### src/rtl/qenc_pkg.sv
package qenc_pkg;

  typedef enum logic {
    DIR_DN = 1'b0,
    DIR_UP = 1'b1
  } dir_e;

  typedef struct packed {
    logic a;
    logic b;
  } quad_t;

  // Phase 0..3 of the position onto the Gray-coded channel pair.
  function automatic quad_t phase_to_quad(input logic [1:0] ph);
    quad_t q;
    q.a = ph[1] ^ ph[0];
    q.b = ph[1];
    return q;
  endfunction

endpackage

### src/rtl/qenc_tick_gen.sv
module qenc_tick_gen #(
  parameter int PER_W = 16
) (
  input  logic             clk,
  input  logic             rst,
  input  logic             run,
  input  logic [PER_W-1:0] period,
  output logic             tick
);

  logic [PER_W-1:0] cnt_q;
  logic [PER_W-1:0] last_cnt;

  always_comb begin
    last_cnt = (period > PER_W'(1)) ? period - PER_W'(1) : '0;
  end

  always_ff @(posedge clk) begin
    if (rst || !run) begin
      cnt_q <= '0;
      tick  <= 1'b0;
    end else if (cnt_q >= last_cnt) begin
      cnt_q <= '0;
      tick  <= 1'b1;
    end else begin
      cnt_q <= cnt_q + PER_W'(1);
      tick  <= 1'b0;
    end
  end

  AST_TICK_SPACING: assert property (@(posedge clk) disable iff (rst)
    (tick && run && period > PER_W'(1)) |=> !tick);

  AST_TICK_IDLE: assert property (@(posedge clk) disable iff (rst)
    !run |=> !tick);

endmodule

### src/rtl/qenc_backlog.sv
module qenc_backlog
  import qenc_pkg::*;
#(
  parameter int DELTA_W = 16,
  parameter int PEND_W  = 24
) (
  input  logic               clk,
  input  logic               rst,
  input  logic               run,
  input  logic               tick,
  input  logic [DELTA_W-1:0] delta,
  output logic               step,
  output dir_e               dir
);

  localparam int EXT_W = PEND_W + 1;

  logic signed [PEND_W-1:0] pend_q;
  logic signed [EXT_W-1:0]  pend_ext;
  logic signed [EXT_W-1:0]  add_w;
  logic signed [EXT_W-1:0]  adj_w;
  logic signed [EXT_W-1:0]  sum_w;

  always_comb begin
    step     = run && (pend_q != '0);
    dir      = pend_q[PEND_W-1] ? DIR_DN : DIR_UP;
    pend_ext = {pend_q[PEND_W-1], pend_q};
    add_w    = tick ? {{(EXT_W-DELTA_W){delta[DELTA_W-1]}}, delta} : '0;
    if (!step)
      adj_w = '0;
    else if (dir == DIR_UP)
      adj_w = EXT_W'(1);
    else
      adj_w = {EXT_W{1'b1}};
    sum_w = pend_ext + add_w - adj_w;
  end

  always_ff @(posedge clk) begin
    if (rst || !run)
      pend_q <= '0;
    else
      pend_q <= sum_w[PEND_W-1:0];
  end

  AST_NO_OVERFLOW: assert property (@(posedge clk) disable iff (rst)
    run |-> (sum_w[EXT_W-1] == sum_w[EXT_W-2]));

  AST_DRAIN_UP: assert property (@(posedge clk) disable iff (rst)
    (run && !tick && pend_q > 0) |=> (pend_q == $past(pend_q) - PEND_W'(1)));

  AST_DRAIN_DN: assert property (@(posedge clk) disable iff (rst)
    (run && !tick && pend_q < 0) |=> (pend_q == $past(pend_q) + PEND_W'(1)));

  AST_DROP_ON_STOP: assert property (@(posedge clk) disable iff (rst)
    !run |=> (pend_q == '0));

endmodule

### src/rtl/qenc_position.sv
module qenc_position
  import qenc_pkg::*;
#(
  parameter int ACC_W = 30,
  parameter int PPR_W = 16,
  parameter int REV_W = PPR_W + 2
) (
  input  logic             clk,
  input  logic             rst,
  input  logic             clr,
  input  logic             step,
  input  dir_e             dir,
  input  logic [ACC_W-1:0] modulus,
  input  logic [PPR_W-1:0] ppr,
  output logic [ACC_W-1:0] pos_q,
  output logic [REV_W-1:0] rev_q
);

  logic [ACC_W-1:0] mod_last;
  logic [REV_W-1:0] rev_last;

  always_comb begin
    mod_last = modulus - ACC_W'(1);
    rev_last = {ppr, 2'b00} - REV_W'(1);
  end

  always_ff @(posedge clk) begin
    if (rst || clr) begin
      pos_q <= '0;
      rev_q <= '0;
    end else if (step) begin
      if (dir == DIR_UP) begin
        pos_q <= (pos_q == mod_last) ? '0 : pos_q + ACC_W'(1);
        rev_q <= (rev_q == rev_last) ? '0 : rev_q + REV_W'(1);
      end else begin
        pos_q <= (pos_q == '0) ? mod_last : pos_q - ACC_W'(1);
        rev_q <= (rev_q == '0) ? rev_last : rev_q - REV_W'(1);
      end
    end
  end

  AST_POS_RANGE: assert property (@(posedge clk) disable iff (rst)
    pos_q < modulus);

  AST_REV_RANGE: assert property (@(posedge clk) disable iff (rst)
    rev_q <= rev_last);

  AST_HOLD_IDLE: assert property (@(posedge clk) disable iff (rst)
    (!step && !clr) |=> $stable(pos_q));

  AST_CLEAR: assert property (@(posedge clk) disable iff (rst)
    clr |=> (pos_q == '0 && rev_q == '0));

endmodule

### src/rtl/qenc_drive.sv
module qenc_drive
  import qenc_pkg::*;
#(
  parameter int PPR_W = 16,
  parameter int REV_W = PPR_W + 2
) (
  input  logic             clk,
  input  logic             rst,
  input  logic             run,
  input  logic             idx_half,
  input  logic [1:0]       phase,
  input  logic [REV_W-1:0] rev,
  input  logic [PPR_W-1:0] ppr,
  output logic             enc_a,
  output logic             enc_b,
  output logic             enc_idx
);

  quad_t            q_next;
  logic             idx_next;
  logic [REV_W-1:0] half_rev;
  logic             run_q;
  logic             half_q;

  always_comb begin
    q_next   = phase_to_quad(phase);
    half_rev = {1'b0, ppr, 1'b0};
    idx_next = idx_half ? (rev < half_rev) : (rev == REV_W'(2));
  end

  always_ff @(posedge clk) begin
    if (rst) begin
      enc_a   <= 1'b0;
      enc_b   <= 1'b0;
      enc_idx <= 1'b0;
      run_q   <= 1'b0;
      half_q  <= 1'b0;
    end else begin
      enc_a   <= run && q_next.a;
      enc_b   <= run && q_next.b;
      enc_idx <= run && idx_next;
      run_q   <= run;
      half_q  <= idx_half;
    end
  end

  AST_GRAY_STEP: assert property (@(posedge clk) disable iff (rst)
    (run_q && $past(run_q)) |-> !((enc_a != $past(enc_a)) && (enc_b != $past(enc_b))));

  AST_IDLE_LOW: assert property (@(posedge clk) disable iff (rst)
    !run_q |-> (!enc_a && !enc_b && !enc_idx));

  AST_SHORT_INDEX: assert property (@(posedge clk) disable iff (rst)
    (run_q && !half_q && enc_idx) |-> (enc_a && enc_b));

endmodule

### src/rtl/quad_enc_emu.sv
module quad_enc_emu
  import qenc_pkg::*;
#(
  parameter int DELTA_W = 16,
  parameter int PEND_W  = 24,
  parameter int ACC_W   = 30,
  parameter int PPR_W   = 16,
  parameter int PER_W   = 16
) (
  input  logic               clk,
  input  logic               rst,
  input  logic               cfg_enable,
  input  logic               cfg_zero,
  input  logic               cfg_idx_half,
  input  logic [PER_W-1:0]   cfg_period,
  input  logic [ACC_W-1:0]   cfg_modulus,
  input  logic [PPR_W-1:0]   cfg_ppr,
  input  logic [DELTA_W-1:0] delta_in,
  output logic               delta_ack,
  output logic               enc_a,
  output logic               enc_b,
  output logic               enc_idx,
  output logic [ACC_W-1:0]   pos_o
);

  localparam int REV_W = PPR_W + 2;

  logic             run;
  logic             tick;
  logic             step;
  dir_e             dir;
  logic [ACC_W-1:0] pos_q;
  logic [REV_W-1:0] rev_q;

  always_comb begin
    run = cfg_enable && !cfg_zero;
  end

  qenc_tick_gen #(
    .PER_W(PER_W)
  ) u_tick (
    .clk   (clk),
    .rst   (rst),
    .run   (run),
    .period(cfg_period),
    .tick  (tick)
  );

  qenc_backlog #(
    .DELTA_W(DELTA_W),
    .PEND_W (PEND_W)
  ) u_backlog (
    .clk  (clk),
    .rst  (rst),
    .run  (run),
    .tick (tick),
    .delta(delta_in),
    .step (step),
    .dir  (dir)
  );

  qenc_position #(
    .ACC_W(ACC_W),
    .PPR_W(PPR_W),
    .REV_W(REV_W)
  ) u_pos (
    .clk    (clk),
    .rst    (rst),
    .clr    (cfg_zero),
    .step   (step),
    .dir    (dir),
    .modulus(cfg_modulus),
    .ppr    (cfg_ppr),
    .pos_q  (pos_q),
    .rev_q  (rev_q)
  );

  qenc_drive #(
    .PPR_W(PPR_W),
    .REV_W(REV_W)
  ) u_drive (
    .clk     (clk),
    .rst     (rst),
    .run     (run),
    .idx_half(cfg_idx_half),
    .phase   (pos_q[1:0]),
    .rev     (rev_q),
    .ppr     (cfg_ppr),
    .enc_a   (enc_a),
    .enc_b   (enc_b),
    .enc_idx (enc_idx)
  );

  always_comb begin
    delta_ack = tick;
    pos_o     = pos_q;
  end

  AST_ACK_RESET: assert property (@(posedge clk)
    rst |=> (!delta_ack && pos_o == '0));

endmodule

### config.mk
export PLATFORM = sky130hd
export DESIGN_NAME = quad_enc_emu
export DESIGN_NICKNAME = d
export VERILOG_FILES = /design/src/rtl/qenc_pkg.sv /design/src/rtl/qenc_tick_gen.sv /design/src/rtl/qenc_backlog.sv /design/src/rtl/qenc_position.sv /design/src/rtl/qenc_drive.sv /design/src/rtl/quad_enc_emu.sv
export SDC_FILE = /design/constraint.sdc
export NUM_CORES = 1
export LEC_CHECK = 0
export BUFFER_PORTS_ARGS = -buffer_cell sky130_fd_sc_hd__buf_2
export CELL_PAD_IN_SITES_DETAIL_PLACEMENT = 2
export CELL_PAD_IN_SITES_GLOBAL_PLACEMENT = 2
export CORE_MARGIN = 2
export CORE_UTILIZATION = 32
export DETAILED_ROUTE_END_ITERATION = 10
export PLACE_DENSITY = 0.79
export SLEW_MARGIN = 0
export SYNTH_ARGS = -nofsm -noshare
export SYNTH_HDL_FRONTEND = slang
export SYNTH_HIERARCHICAL = 1
export SYNTH_SLANG_ARGS = --single-unit
### constraint.sdc
create_clock -name clk -period 6.4 [get_ports clk]
set_clock_uncertainty 0.2 [all_clocks]
set_input_delay 1.28 -clock clk [delete_from_list [all_inputs] [get_ports clk]]
set_output_delay 1.28 -clock clk [all_outputs]
set_load 0.01 [all_outputs]
After elaboration in Yosys (flattened, before gate mapping). Index checks and enable logic that the tools add are counted.

RAM bits: 0. Memories: 0. Bits in registers: 92. Bits in latches: 0. ROM bits: 0. Bits of input ports: 83.

$lt $le $gt $ge: 3. Bitwise logic cells: 1. Multiplexer cells: 12. Reductions and logical operators: 13. Divide/modulo/power cells: 0. Equal/unequal tests: 3. Add/sub/neg operators: 10. Shift-type cells: 0. Multiply operators: 0.

Operator list (number): $mux W30 (3); $mux W24 (3); $sub A30 B1 Y30 const B (2); $mux W18 (3); $sub A18 B1 Y18 const B (2); $add A30 B1 Y30 const B (1); $eq A30 B30 Y1 (1); $logic_not A30 Y1 (1); $add A24 B24 Y24 (1); $reduce_bool A24 Y1 (1); $sub A24 B24 Y24 (1); $add A18 B1 Y18 const B (1); $eq A18 B18 Y1 (1); $eq A18 B2 Y1 const B (1); $logic_not A18 Y1 (1); $lt A18 B17 Y1 (1); $add A16 B1 Y16 const B (1); $ge A16 B16 Y1 (1); $gt A16 B1 Y1 const B (1); $mux W16 (1); $sub A16 B1 Y16 const B (1); $logic_and A1 B1 Y1 (5); $logic_not A1 Y1 (2); $logic_or A1 B1 Y1 (2); 3 further kinds (4).

Logic depth before layout (Yosys ltp). Gate-level depths: netlist of the first run.

Depth in word-level cells: 5. Depth in mapped cells: 15.

Modules after synthesis. The synthesis of the first run kept the hierarchy.

By module, submodules not included: qenc_position (times used 1, cells an instance 969, area each 6627.6 µm²); qenc_backlog (times used 1, cells an instance 356, area each 2791.4 µm²); qenc_tick_gen (times used 1, cells an instance 181, area each 1480.2 µm²); qenc_drive (times used 1, cells an instance 67, area each 538.0 µm²); quad_enc_emu (times used 1, cells an instance 1, area each 13.8 µm²).

Least setup slack after synthesis of the first run. OpenSTA, ideal clock, no wires.

Path kind: input to register. From: input cfg_enable. To: register u_backlog.pend_q[22]. Data required time: 6.128 ns. Slack: -0.235 ns. Data arrival time: 6.363 ns. Library setup time: 0.072 ns. Stages: 13. Path buffers: 1. Cell sequence: nor2b_4 inv_1 nor3_1 fa_1 inv_1 ha_1 buf_6 a21o_1 a21o_1 a21o_1 a311o_1 a41oi_2 mux2i_1.

Cells in the longest elaborated chain, start to end: 4. Elaborated cells between the ends (all ways): 6. Those cells by class: add/sub (1); mux (1); reduce/logical (4).

Ends and longest elaborated chain: start: declaration (RTL line quad_enc_emu.sv:12) `input logic cfg_enable,`; $logic_and A1 B1 Y1 * (RTL line quad_enc_emu.sv:36) `run = cfg_enable && !cfg_zero;`; $logic_and A1 B1 Y1 (RTL line qenc_backlog.sv:25) `step = run && (pend_q != '0);`; $mux W24 (RTL line qenc_backlog.sv:29) `if (!step)`; $sub A24 B24 Y24 (RTL line qenc_backlog.sv:35) `sum_w = pend_ext + add_w - adj_w;`; end signal: assignment (RTL line qenc_backlog.sv:42) `pend_q <= sum_w[PEND_W-1:0];`; end: declaration (RTL line qenc_backlog.sv:18) `logic signed [PEND_W-1:0] pend_q;`.

Mark *: on every way between the ends. The rest lies on a longest branch, timed or not. A chain may end at the register's enable or synchronous reset.

Worst setup path in the final report of the first run.
From: input cfg_modulus[0]. To: register u_pos.pos_q[5].

Cells in the longest elaborated chain, start to end: 4. Elaborated cells between the ends (all ways): 5. Those cells by class: add/sub (1); eq/ne (1); mux (3).

Ends and longest elaborated chain: start: declaration (RTL line quad_enc_emu.sv:16) `input logic [ACC_W-1:0] cfg_modulus,`; $sub A30 B1 Y30 * (RTL line qenc_position.sv:23) `mod_last = modulus - ACC_W'(1);`; $eq A30 B30 Y1 (RTL line qenc_position.sv:33) `pos_q <= (pos_q == mod_last) ? '0 : pos_q + ACC_W'(1);`; $mux W30 (RTL line qenc_position.sv:33); $mux W30 * (RTL line qenc_position.sv:32) `if (dir == DIR_UP) begin`; end signal: assignment (RTL line qenc_position.sv:33); end signal: assignment (RTL line qenc_position.sv:36) `pos_q <= (pos_q == '0) ? mod_last : pos_q - ACC_W'(1);`; end: declaration (RTL line qenc_position.sv:15) `output logic [ACC_W-1:0] pos_q,`.

Marked as above.

==> impl_metrics.py, run 1 <==
metrics = {
    "run_status": {
        "outcome": "completed",
    },
    "yosys": {
        "yosys_warnings": 6,
        "synth_top_cells_by_area": "sky130_fd_sc_hd__dfxtp_1, sky130_fd_sc_hd__ha_1, sky130_fd_sc_hd__xnor2_1",
        "synth.top_cells.by_count": "sky130_fd_sc_hd__nand2_1, sky130_fd_sc_hd__inv_1, sky130_fd_sc_hd__nor2_1, sky130_fd_sc_hd__dfxtp_1, sky130_fd_sc_hd__nor3_1",
        "synthesis.area_um2": 11500,
        "postSynthAreaPerCell_um2": 7.28,
        "syn_nets": 1744,
        "synth_most_common_cell": "sky130_fd_sc_hd__nand2_1",
        "postSynth.asyncResetShare_pct": 0,
        "proportion_of_synthesized_chip_area_in_sequential_cells_pct": 16.1,
        "yosys.cell_types.count": 95,
        "ys.flop_type": "sky130_fd_sc_hd__dfxtp_1",
        "synth_seq_cells": 92,
        "synth_top_area_cell": "sky130_fd_sc_hd__dfxtp_1",
        "number_of_enable_flip_flop_cells_after_synthesis": 0,
        "synth_cells": 1574,
        "synth_top_area_share_pct": 16.1,
    },
    "clocking": {
        "numClockSinks": 92,
        "cts_made_buffers": 9,
        "post-cts-setup-buffer-count": 0,
        "cts-root-to-sink-buffers": 2,
        "worst_skew_pair.late_latency_ns": 0.38,
        "cts_resized": 0,
        "number_of_levels_the_h_tree_was_split_into": 3,
        "holdBufCountCts": 0,
        "worst_path_clk_slew_ns": 0.08,
        "clock_tree_from_tritoncts": "done",
        "clk_root_buffer_cell": "sky130_fd_sc_hd__clkbuf_16",
    },
    "global_route": {
        "grt-ovfl-total": 0,
        "maximum_number_of_pins_on_one_net_before_global_route_repair": 45,
        "grt_pass1_vias": 13500,
        "grt_util_all_layers_pct": 25.0,
        "antenna_violations_before_repair": 0,
        "grt_first_pass_wirelength_um": 73900,
    },
    "placed_design": {
        "hpwlAfterDp_um": 35700,
        "buffer_ports.inserted": 116,
        "finalWeightedCongestion": 0.889,
    },
    "timing": {
        "max_slew.worst_pin.slew_ns": 1.14,
        "finalMaxSlewViolations": 0,
        "fin_tns_setup_ns": 0,
        "layout_worst_path_cycle_share_pct": 82.4,
        "rsz0062_at_grt": "no",
        "worst_slew_margin_pct": 23.7,
        "max_clock_freq_mhz": 190,
        "finalSetupViolations": 0,
        "post-route-min-period_ns": 5.28,
        "finalHoldViolations": 0,
    },
    "die": {
        "die_w_um": 193,
        "core-area_um2": 35400,
        "fp.dieArea_um2": 37300,
        "floorplan.io_pins": 117,
        "num_rows": 69,
        "floorplan.die.height_um": 193,
        "initial_core_util_pct": 32.4,
    },
    "finish": {
        "multi_input_area_um2": 8660,
        "nets": 1792,
        "area.growth.synth_to_final_pct": 10.4,
        "layout.area.seq_um2": 1840,
        "antenna_cells": 0,
        "fillerInstances": 4284,
        "layout-drive-gt1-share_pct": 12.5,
    },
    "power": {
        "totalPowerFinal_mw": 4.55,
        "power.leakage_nw": 5.02,
        "vdd_drop_max_mv": 0.223,
        "power_density_nw_per_um2": 360,
    },
    "detailed_routing": {
        "via_count": 12300,
        "vias_per_cell": 5.88,
        "postRouteWirelength_um": 46200,
        "drc": 0,
        "total_iterations_of_the_first_detailed_routing_run": 5,
        "wire_per_inst_um": 22.1,
        "route.antenna.remaining_nets": 0,
        "drtIter0Drc": 563,
    },
    "worst_setup_path": {
        "cp.required_ns": 6.44,
        "worst-path-max-fanout": 21,
        "path_class": "in2reg",
        "startpoint_type": "primary input",
        "reg2regPathDepth": 14,
        "crit_path_end_kind": "register",
        "worstPathArrival_ns": 5.32,
    },
    "hold_path": {
        "hold_path_depth": 1,
        "timing.hold.worst.class": "reg2reg",
    },
    "run": {
        "maxCapViolations": 0,
    },
}
power breakdown:
| part | leakage (nW) | switching (mW) | internal (mW) |
|---|---|---|---|
| logic | 4.12 | 2.02 | 1.23 |
| clock network | 0.148 | 0.299 | 0.279 |
| registers | 0.744 | 0.0792 | 0.640 |
worst max-delay path, stage by stage:
cell and delay, ns:
sky130_fd_sc_hd__buf_2 0.13, sky130_fd_sc_hd__inv_1 0.06, sky130_fd_sc_hd__ha_1 0.20, sky130_fd_sc_hd__or4b_4 0.56, sky130_fd_sc_hd__or4_4 0.62, sky130_fd_sc_hd__o41ai_2 0.37
sky130_fd_sc_hd__a21oi_1 0.13, sky130_fd_sc_hd__nor4b_1 0.37, sky130_fd_sc_hd__nand4_1 0.18, sky130_fd_sc_hd__o41a_1 0.76, sky130_fd_sc_hd__o21ai_1 0.49, sky130_fd_sc_hd__o22ai_1 0.15
registers in the layout, summed over array words and instances (netlist names):
register,cells
u_drive/enc_a,1
u_tick/cnt_q,16
u_drive/enc_b,1
u_tick/tick,1
u_pos/rev_q,18
u_backlog/pend_q,24
u_pos/pos_q,30
u_drive/enc_idx,1
cell families (layout without fill, tap and decap cells):
kind of cell | Yosys count | after routing | share of synthesized area [%]
adders and majority gates | 87 | 87 | 11.0
and+or+nand+nor | 667 | 667 | 30.9
DFF | 92 | 92 | 16.1
buffers and inverters | 235 | 288 | 8.53
muxes | 18 | 18 | 1.60
AOI/OAI and AO/OA | 342 | 342 | 20.9
xor gates and xnor gates | 133 | 133 | 11.0
through the flow:
stage	cells	util, %	cell area (um^2)	hold WS, ns	setup WS (ns)
2_1_floorplan	1574	-	11500	0.251	0.929
3_3_place_gp	2072	34.9	12300	0.279	0.902
3_5_place_dp	2072	34.9	12300	0.302	0.796
4_1_cts	2088	35.7	12600	0.313	1.18
5_1_grt	2088	35.7	12600	0.362	0.783
6_report	2088	35.7	12600	0.304	1.12
metal layers:
metal	GRT usage (%)	wire, um
met1	32.2	20900
met5	0	0
met2	43.8	22400
met4	7.58	1160
met3	2.66	1740
path summary, 6_finish.rpt:
check / start / end / slack, ns
worst max-delay path: cfg_modulus[0] / u_pos/pos_q[5]$_SDFFE_PP0P_ / 1.12
worst min-delay path: u_tick/cnt_q[0]$_SDFF_PP0_ / u_tick/cnt_q[0]$_SDFF_PP0_ / 0.30
worst max register to register: u_backlog/pend_q[4]$_SDFF_PP0_ / u_backlog/pend_q[22]$_SDFF_PP0_ / 1.76
worst min register to register: u_tick/cnt_q[0]$_SDFF_PP0_ / u_tick/cnt_q[0]$_SDFF_PP0_ / 0.30
placed cells by master (no fill, tap or decap), types with 63 or more instances in the layout:
master	count
sky130_fd_sc_hd__inv_1	131
sky130_fd_sc_hd__dfxtp_1	92
sky130_fd_sc_hd__nand2_1	136
sky130_fd_sc_hd__o21ai_0	67
sky130_fd_sc_hd__xnor2_1	77
sky130_fd_sc_hd__nor2_1	125
sky130_fd_sc_hd__buf_2	116
sky130_fd_sc_hd__nor3_1	84
sky130_fd_sc_hd__nand3_1	63
sky130_fd_sc_hd__ha_1	64
cell type report:
cell class	instances	share of cell area, %
Sequential cell	92	14.6
Multi-Input combinational cell	1247	68.5
Clock buffer	9	1.78
Tap cell	461	4.56
Inverter	131	3.89
Clock inverter	7	0.623
Timing Repair Buffer	141	6.08
(Power assumes the default switching activity.)
==> run 2, diff against run 1 <==
- CORE_UTILIZATION: 32 -> 35
- PLACE_DENSITY: 0.79 -> 0.82
- clock period: 6.4 -> 5.34 ns (I/O delays scaled with it)
==> run 2 against run 1 <==
  * Via count up 0.47%
  * Total power increased by 21%
  * Worst setup slack got worse by 0.59 ns
  * Largest power group unchanged
  * Highest routed layer is now met5
==> impl_metrics.py, run 2 (synthesis gave the netlist of run 1 again) <==
metrics = {
    "finish": {
        "layout.cells.non_filler": 2078,
        "leading_cell_type_in_the_layout_fill_and_taps_excluded": "sky130_fd_sc_hd__nand2_1",
        "regMostFlops": "u_pos/pos_q",
        "nets": 1802,
        "area.growth.synth_to_final_pct": 10.8,
        "layout-drive-gt1-share_pct": 13.0,
        "largest_register_ffs": 30,
        "top_regs": "u_pos/pos_q x30, u_backlog/pend_q x24, u_pos/rev_q x18",
        "most_used_cells_in_the_layout_excluding_fill_and_tap_cells": "sky130_fd_sc_hd__nand2_1, sky130_fd_sc_hd__inv_1, sky130_fd_sc_hd__nor2_1, sky130_fd_sc_hd__buf_2, sky130_fd_sc_hd__dfxtp_1",
        "antenna_cells": 0,
    },
    "timing": {
        "finalMaxSlewViolations": 0,
        "layout_worst_path_cycle_share_pct": 90.0,
        "max_slew.worst_pin.slew_ns": 1.04,
        "hold_ws_ns": 0.306,
        "layout_setup_ws_ns": 0.536,
        "post-route-min-period_ns": 4.80,
        "max_clock_freq_mhz": 208,
        "fin_tns_setup_ns": 0,
        "rsz0062_at_grt": "no",
        "worst_slew_margin_pct": 30.3,
        "finalSetupViolations": 0,
        "finalHoldViolations": 0,
    },
    "run": {
        "maxCapViolations": 0,
    },
    "worst_setup_path": {
        "worstPathArrival_ns": 4.83,
        "startpoint_type": "primary input",
        "worst-path-max-fanout": 11,
        "crit_path_end_kind": "register",
        "path_class": "in2reg",
        "cp.required_ns": 5.37,
        "reg2reg_setup_slack_ns": 0.81,
        "reg2regPathDepth": 14,
    },
    "detailed_routing": {
        "via_count": 12300,
        "postRouteWirelength_um": 45900,
        "drtIter0Drc": 634,
        "drc": 0,
        "vias_per_cell": 5.94,
        "wire_per_inst_um": 22.1,
        "route.antenna.remaining_nets": 0,
        "total_iterations_of_the_first_detailed_routing_run": 5,
    },
    "placed_design": {
        "buffer_ports.inserted": 116,
        "dpl_worst_slack_ns": 0.209,
        "hpwlAfterDp_um": 35400,
        "numPlacedInstances": 2063,
        "finalWeightedCongestion": 0.890,
    },
    "global_route": {
        "grt_util_all_layers_pct": 27.1,
        "antenna_violations_before_repair": 1,
        "maximum_number_of_pins_on_one_net_before_global_route_repair": 45,
        "grt.met3_usage_pct": 2.42,
        "grt.busiest_layer": "met2",
        "groute.layer.met1.usage_pct": 35.7,
        "grt-ovfl-total": 0,
        "use_met2_pct": 47.5,
        "grt_first_pass_wirelength_um": 73500,
        "grt_pass1_vias": 13000,
    },
    "power": {
        "power_density_nw_per_um2": 433,
        "power.leakage_nw": 5.06,
        "vdd_drop_max_mv": 0.209,
    },
    "die": {
        "die_w_um": 185,
        "floorplan.io_pins": 117,
        "initial_core_util_pct": 35.4,
        "num_rows": 66,
        "floorplan.die.height_um": 185,
        "core-area_um2": 32400,
        "fp.dieArea_um2": 34200,
    },
    "clocking": {
        "worst_skew_pair.late_latency_ns": 0.36,
        "holdBufCountCts": 0,
        "worst_path_clk_slew_ns": 0.08,
        "numClockSinks": 92,
        "cts-root-to-sink-buffers": 2,
        "clk_root_buffer_cell": "sky130_fd_sc_hd__clkbuf_16",
        "clock_tree_from_tritoncts": "done",
        "number_of_levels_the_h_tree_was_split_into": 3,
        "post-cts-setup-buffer-count": 0,
        "cts_made_buffers": 9,
        "cts_resized": 0,
    },
    "hold_path": {
        "hold_path_depth": 1,
        "timing.hold.worst.class": "reg2reg",
    },
    "run_status": {
        "outcome": "completed",
    },
}
## run 2: cell type report
type,count,area [um^2]
inverters,131,492
flip-flops and latches,92,1840
well taps,442,553
multi-input cells,1247,8660
fillers,3880,19700
repair buffers,151,843
clock inverters,6,73.8
clock buffers,9,225
## run 2: final timing paths
kind / end / startpoint
setup reg to reg: u_backlog/pend_q[20]$_SDFF_PP0_ / u_backlog/pend_q[17]$_SDFF_PP0_
hold reg to reg: u_tick/cnt_q[0]$_SDFF_PP0_ / u_tick/cnt_q[0]$_SDFF_PP0_
setup / recovery: u_pos/pos_q[4]$_SDFFE_PP0P_ / cfg_modulus[0]
hold / removal: u_tick/cnt_q[0]$_SDFF_PP0_ / u_tick/cnt_q[0]$_SDFF_PP0_
## run 2: through the flow
stage          util, %  cell area (um^2)  power (mW)
6_report          39.2             12700        5.50
5_1_grt           39.2             12700        5.96
4_1_cts           39.2             12700        5.48
3_5_place_dp      38.3             12400        4.73
3_3_place_gp      38.3             12400        4.57
2_1_floorplan        -             11500        3.73
## run 2: per-layer routing
layer  up-vias  wire [um]
li1       5795          -
met1      6183      20700
met2       301      22400
met3        57       1850
met4         2        979
met5         -         11
## run 2: power breakdown
part,total [mW],internal [mW],switching [mW]
Clock,0.693,0.367,0.326
Combinational,3.95,1.49,2.46
Sequential,0.860,0.767,0.0929
Total,5.50,2.62,2.88
## run 2: critical path, cell delays in order
cell and delay (ns):
sky130_fd_sc_hd__buf_2 0.13, sky130_fd_sc_hd__inv_1 0.07, sky130_fd_sc_hd__ha_1 0.20, sky130_fd_sc_hd__or4b_4 0.57, sky130_fd_sc_hd__or4_4 0.63, sky130_fd_sc_hd__o41ai_2 0.40
sky130_fd_sc_hd__a21oi_1 0.14, sky130_fd_sc_hd__nor4b_1 0.30, sky130_fd_sc_hd__nand4_1 0.16, sky130_fd_sc_hd__o41a_1 0.57, sky130_fd_sc_hd__buf_4 0.28, sky130_fd_sc_hd__a221oi_2 0.24
sky130_fd_sc_hd__nor2_1 0.06
